==> src/rtl/pc_pkg.sv <==
package pc_pkg;
  parameter int unsigned PC_W    = 13;
  parameter int unsigned LOW_W   = 8;
  parameter int unsigned HI_W    = PC_W - LOW_W;
  parameter int unsigned TGT_W   = 11;
  parameter int unsigned JHI_W   = PC_W - TGT_W;
  typedef logic [PC_W-1:0]  pc_t;
  typedef logic [LOW_W-1:0] low_t;
  typedef logic [HI_W-1:0]  hi_t;
  typedef logic [TGT_W-1:0] tgt_t;
endpackage

==> src/rtl/pc_flop.sv <==
module pc_flop #(
  parameter int unsigned W = 8
) (
  input  logic         clk_i,
  input  logic         rst_ni,
  input  logic [W-1:0] d_i,
  output logic [W-1:0] q_o
);
  always_ff @(posedge clk_i or negedge rst_ni) begin
    if (!rst_ni) q_o <= '0;
    else         q_o <= d_i;
  end
endmodule

==> src/rtl/pc_incr.sv <==
module pc_incr #(
  parameter int unsigned W = 13
) (
  input  logic [W-1:0] a_i,
  output logic [W-1:0] y_o
);
  localparam logic [W-1:0] ONE = {{(W-1){1'b0}}, 1'b1};
  assign y_o = a_i + ONE; // wraps modulo 2**W
endmodule

==> src/rtl/pc_next_sel.sv <==
module pc_next_sel
  import pc_pkg::*;
(
  input  pc_t  pc_q_i,
  input  pc_t  pc_inc_i,
  input  hi_t  latch_i,
  input  logic step_i,
  input  logic jump_i,
  input  tgt_t jump_target_i,
  input  logic low_we_i,
  input  low_t low_wdata_i,
  input  logic pop_i,
  input  pc_t  pop_addr_i,
  output pc_t  pc_d_o
);
  // priority: jump > pop > low write > step > hold
  always_comb begin
    if (jump_i)        pc_d_o = {latch_i[HI_W-1 -: JHI_W], jump_target_i};
    else if (pop_i)    pc_d_o = pop_addr_i;
    else if (low_we_i) pc_d_o = {latch_i, low_wdata_i};
    else if (step_i)   pc_d_o = pc_inc_i;
    else               pc_d_o = pc_q_i;
  end
endmodule

==> src/rtl/pc_unit.sv <==
module pc_unit
  import pc_pkg::*;
(
  input  logic                clk_i,
  input  logic                rst_ni,
  input  logic                step_i,
  input  logic                jump_i,
  input  logic [TGT_W-1:0]    jump_target_i,
  input  logic                low_we_i,
  input  logic [LOW_W-1:0]    low_wdata_i,
  input  logic                latch_we_i,
  input  logic [HI_W-1:0]     latch_wdata_i,
  input  logic                pop_i,
  input  logic [PC_W-1:0]     pop_addr_i,
  output logic [PC_W-1:0]     pc_o,
  output logic [LOW_W-1:0]    pc_low_o,
  output logic [HI_W-1:0]     latch_o,
  output logic [PC_W-1:0]     ret_addr_o
);
  pc_t pc_q, pc_d, pc_inc;
  hi_t latch_q, latch_d;

  assign latch_d = latch_we_i ? latch_wdata_i : latch_q;

  pc_flop #(.W(HI_W)) u_latch (
    .clk_i(clk_i), .rst_ni(rst_ni), .d_i(latch_d), .q_o(latch_q)
  );

  pc_incr #(.W(PC_W)) u_incr (.a_i(pc_q), .y_o(pc_inc));

  pc_next_sel u_sel (
    .pc_q_i(pc_q), .pc_inc_i(pc_inc), .latch_i(latch_q),
    .step_i(step_i), .jump_i(jump_i), .jump_target_i(jump_target_i),
    .low_we_i(low_we_i), .low_wdata_i(low_wdata_i),
    .pop_i(pop_i), .pop_addr_i(pop_addr_i), .pc_d_o(pc_d)
  );

  pc_flop #(.W(PC_W)) u_pc (
    .clk_i(clk_i), .rst_ni(rst_ni), .d_i(pc_d), .q_o(pc_q)
  );

  assign pc_o       = pc_q;
  assign pc_low_o   = pc_q[LOW_W-1:0];
  assign latch_o    = latch_q;
  assign ret_addr_o = pc_inc;

  AST_JUMP_LOAD: assert property (@(posedge clk_i) disable iff (!rst_ni)
    jump_i |=> pc_o == {$past(latch_o[HI_W-1 -: JHI_W]), $past(jump_target_i)});
  AST_POP_LOAD: assert property (@(posedge clk_i) disable iff (!rst_ni)
    (pop_i && !jump_i) |=> pc_o == $past(pop_addr_i));
  AST_LOW_LOAD: assert property (@(posedge clk_i) disable iff (!rst_ni)
    (low_we_i && !jump_i && !pop_i) |=> pc_o == {$past(latch_o), $past(low_wdata_i)});
  AST_STEP_INC: assert property (@(posedge clk_i) disable iff (!rst_ni)
    (step_i && !jump_i && !pop_i && !low_we_i) |=> pc_o == PC_W'($past(pc_o) + 1'b1));
  AST_IDLE_HOLD: assert property (@(posedge clk_i) disable iff (!rst_ni)
    (!step_i && !jump_i && !pop_i && !low_we_i) |=> $stable(pc_o));
  AST_LATCH_KEEP: assert property (@(posedge clk_i) disable iff (!rst_ni)
    !latch_we_i |=> $stable(latch_o));
  AST_LATCH_LOAD: assert property (@(posedge clk_i) disable iff (!rst_ni)
    latch_we_i |=> latch_o == $past(latch_wdata_i));
endmodule

==> config.mk <==
export PLATFORM = sky130hd
export DESIGN_NAME = pc_unit
export DESIGN_NICKNAME = d
export VERILOG_FILES = /design/src/rtl/pc_pkg.sv /design/src/rtl/pc_flop.sv /design/src/rtl/pc_incr.sv /design/src/rtl/pc_next_sel.sv /design/src/rtl/pc_unit.sv
export SDC_FILE = /design/constraint.sdc
export NUM_CORES = 1
export LEC_CHECK = 0
export BUFFER_PORTS_ARGS = -buffer_cell sky130_fd_sc_hd__buf_2
export CAP_MARGIN = 20
export CORE_MARGIN = 1
export CORE_UTILIZATION = 35
export CTS_CLUSTER_SIZE = 30
export DETAILED_ROUTE_END_ITERATION = 8
export MAX_ROUTING_LAYER = met4
export PLACE_DENSITY = 0.72
export SYNTH_ARGS = -nofsm -noshare
export SYNTH_HDL_FRONTEND = slang
export SYNTH_HIERARCHICAL = 1
export SYNTH_SLANG_ARGS = --single-unit
==> constraint.sdc <==
create_clock -name clk_i -period 1.9 [get_ports clk_i]
set_clock_uncertainty 0.15 [all_clocks]
set_input_delay 0.285 -clock clk_i [delete_from_list [all_inputs] [get_ports clk_i]]
set_output_delay 0.285 -clock clk_i [all_outputs]
set_load 0.05 [all_outputs]
### After elaboration in Yosys (flattened, before gate mapping)

Index checks and enable logic that the tools add are counted.

| word-level totals | value |
|---|---|
| bits in registers | 18 |
| input port bits | 44 |
| logic and storage cells | 8 |

| operators by class | value |
|---|---|
| $add $sub $neg | 1 |
| muxes and demuxes | 4 |
| reductions and logical operators | 1 |

Operators with widths:

| cell | count |
|---|---|
| $mux 13 | 4 |
| $add 13x1->13 const B | 1 |
| $reduce_bool 4->1 | 1 |

### Logic depth before layout (Yosys ltp)

| logic depth | value |
|---|---|
| depth after elaboration | 5 |
| mapped depth | 7 |
| mapped depth without buffers | 7 |

### Hierarchy

The synthesis kept the hierarchy.

Modules (own cells, without submodules):

| module | instances | cells each | area each (µm²) | sequential area each (µm²) |
|---|---|---|---|---|
| pc_next_sel | 1 | 65 | 441.7 | 0.0 |
| pc_flop at u_pc | 1 | 13 | 325.3 | 325.3 |
| pc_incr | 1 | 33 | 219.0 | 0.0 |
| pc_flop at u_latch | 1 | 5 | 125.1 | 125.1 |
| pc_unit | 1 | 13 | 116.4 | 0.0 |

### Worst setup path before layout

Ideal clock, no wire load.

| timing | value |
|---|---|
| kind | register to register |
| from | reg u_pc.q_o[0] |
| to | reg u_pc.q_o[10] |
| library setup time | 0.077 ns |
| arrival time | 2.669 ns |
| path slack | -0.996 ns |
| stages on the path, launching flop included | 8 |
| buffers on the path | 0 |
| clock period less this slack | 2.896 ns |
| path through | dfrtp_1 ha_1 nand4_2 nor3_1 xor2_1 mux2_2 o22ai_1 a21oi_1 |

| on the way | value |
|---|---|
| longest elaborated chain between the ends | 5 |

RTL lines:

| element | line | source |
|---|---|---|
| start, declared | pc_flop.sv:7 | `output logic [W-1:0] q_o` |
| start signal, assigned | pc_flop.sv:11 | `else q_o <= d_i;` |
| $add 13x1->13 | pc_incr.sv:8 | `assign y_o = a_i + ONE;` |
| net ret_addr_o[10] | pc_unit.sv:18 | `output logic [PC_W-1:0] ret_addr_o` |
| $mux 13 | pc_next_sel.sv:21 | `else if (step_i) pc_d_o = pc_inc_i;` |
| $mux 13 | pc_next_sel.sv:20 | `else if (low_we_i) pc_d_o = {latch_i, low_wdata_i};` |
| $mux 13 | pc_next_sel.sv:19 | `else if (pop_i) pc_d_o = pop_addr_i;` |
| $mux 13 | pc_next_sel.sv:18 | `if (jump_i) pc_d_o = {latch_i[HI_W-1 -: JHI_W], jump_target_i};` |
| net pc_d[10] | pc_unit.sv:20 | `pc_t pc_q, pc_d, pc_inc;` |

The timed path passes the listed nets, and every way through them passes these cells. The select of a mux whose other input is x is not followed.
A chain may end at the register's enable or synchronous reset.

### Worst setup path after layout

| timing | value |
|---|---|
| from | reg u_pc.q_o[1] |
| to | out ret_addr_o[9] |

| on the way | value |
|---|---|
| longest elaborated chain between the ends | 1 |

RTL lines:

| element | line |
|---|---|
| $add 13x1->13 | pc_incr.sv:8 |
| end, declared | pc_unit.sv:18 |

No other way between the ends.

==> metrics.txt <==
leak pwr=0.000985 uW; Hold Path Class=input port to register; final instance area=0.00225 mm^2; buffers added on ports=82; Slew Viols, Final=0; CP cell instances=buf_6, nand3_4, nor4_4, xor2_4, buf_6; Largest delay share family, worst path=simple AND/OR/NAND/NOR gates; DR pass1 iterations=4; gp weighted congestion=0.798; core area=0.00334 mm^2; top post-synthesis cells by count=o22ai_1 (21), dfrtp_1 (18), mux2_2 (16); Fmax=470 MHz; Synth Warn #=6; DRT antenna net count=0; area leader, netlist=dfrtp_1; sequential-to-total area share from yosys stat=36.7%; antenna fix cells=0; vias in the first global route=1342; crit-path max FO=5; drt wl/cell=14.6 um; Fill cells=263; via density per instance=5.21; Clk Latency, worst-skew pair=0.30 ns; most numerous cell in the Yosys netlist=o22ai_1; worst path required time=1.46 ns; crit-path max cell delay=0.45 ns; 1st-iter DRT viols=29; startpoint types=register; Critical Path AT=1.69 ns; H-tree depth=1; PwrDens=756 mW/mm^2; total power=1700 uW; die footprint=0.00375 mm^2; fin crit share=112%; Mean Syn Cell Area=9.51 um^2; # DRC=0; final setup fails=10; cells after synthesis=129; Post-DP Area=0.00203 mm^2; Initial Util=36.8%; nets=264; failing checks=setup timing; ys async rst share=100%; TNS Setup=-1.54 ns; slew margin rel.=64.5%; pin count of the biggest net entering global routing=19; Setup WS pre-CTS=-0.0269 ns; antenna violations before repair=0; crit path kind=register to primary output; Yosys reg bits=18; max cap viols=0; Worst Setup End Kind=primary output; row count=21; CP Buf/Inv Count=2; first-pass GRT wire length=5880 um; TritonCTS Buffers=3; Area contributors post-synth=dfrtp_1 (37%), mux2_2 (15%), o22ai_1 (11%); Tot GR Track Use=22.5%; clock tree buffer depth=2; Die Ht=61.2 um; Via Count=1375; IO Pins=83; net count after synthesis=174; Die X=61.2 um; Post-DP HPWL=2910 um; CTS root buffer=clkbuf_4; WL final=3850 um; Syn Std Cell Area=0.00123 mm^2; final hold viol count=0; Critical-path top delay cell=dfrtp_4; Slew @ Worst Pin=0.533 ns; Overflow after GRT=0; post-synth top area share=36.7%; VDD IR max=458 uV; min Tclk post-route=2.13 ns; clk slew on worst S/H paths=0.11 ns; prevailing post-synth register cell=dfrtp_1; Post-synth EDFFs=0; PnR worst setup slack=-0.227 ns; CTS tree=built; synth-to-layout area growth=83.3%; Most common cell on crit path=buf_6; Synth cell types=26; share of layout cells above drive strength 1=73.4%; Clock Sink Count=18; unrepaired setup endpoints after global routing=true; status=finished with violations
report_power, final:
group	internal, uW	switching, uW	leakage [uW]
combinational	349	623	0.000769
sequential	435	46.1	0.000195
clock	117	129	0.0000210
total	902	798	0.000985
what timing repair did:
action,in CTS,in global routing
endpoints found under the setup margin,10,14
resized for setup,30,8
hold buffers,1,0
hold endpoints to repair,18,0
buffers inserted,4,0
pin swaps,6,6
placed cells by master (no fill, tap or decap), types with 4 or more instances in the layout:
cell type,instances
dfrtp_1,6
o22ai_1,20
xor2_4,5
a21oi_1,13
inv_1,5
buf_4,10
dfrtp_2,4
dfrtp_4,8
buf_2,71
mux2_2,13
buf_6,17
path summary, 6_finish.rpt:
kind,from,end,slack [ns],depth (start not counted)
max,u_pc/q_o[1],ret_addr_o[9],-0.23,5
min,latch_wdata_i[4],u_latch/q_o[4],0.05,2
max reg2reg,u_pc/q_o[0],u_pc/q_o[6],0.07,8
min reg2reg,u_latch/q_o[0],u_latch/q_o[0],0.40,1
max in group asynchronous,rst_ni,u_pc/q_o[0],0.97,2
min in group asynchronous,rst_ni,u_latch/q_o[0],0.29,2
layout make-up:
class,instances,area [um^2],share of cell area [%]
clock buffer,4,36.3,1.61
inverter,6,25.0,1.11
multi-input combinational,91,1010,45.0
sequential,18,485,21.6
tap,46,57.6,2.56
timing repair buffer,99,632,28.1
sequential cells by signal (all words and copies together), names as in the netlist:
register     flops
u_pc/q_o        13
u_latch/q_o      5
cell families (layout without fill, tap and decap cells):
| family | after synthesis | count (layout) | share of synthesized area, % |
|---|---|---|---|
| compound gates | 38 | 38 | 18.9 |
| simple gates | 25 | 25 | 11.8 |
| xor+xnor | 11 | 11 | 7.85 |
| flops | 18 | 18 | 36.7 |
| buf+inv | 20 | 109 | 9.07 |
| mux | 16 | 16 | 14.7 |
| fa+ha+maj | 1 | 1 | 1.02 |
stage by stage:
step,hold slack (ns),cells,utilization [%]
2_1_floorplan,-0.161,129,-
6_report,0.0517,264,67.4
4_1_cts,0.0460,264,66.3
3_5_place_dp,0.101,255,60.8
3_3_place_gp,0.0933,255,60.8
5_1_grt,0.0342,264,67.4
metal layers:
metal	track usage, %	vias to the layer above	share of wire, %
li1	-	647	-
met1	25.6	664	41
met2	40.8	62	52
met3	4.41	2	6.2
met4	4.87	0	0.34
met5	-	-	0
No activity file was read; power rests on OpenSTA's default activity.
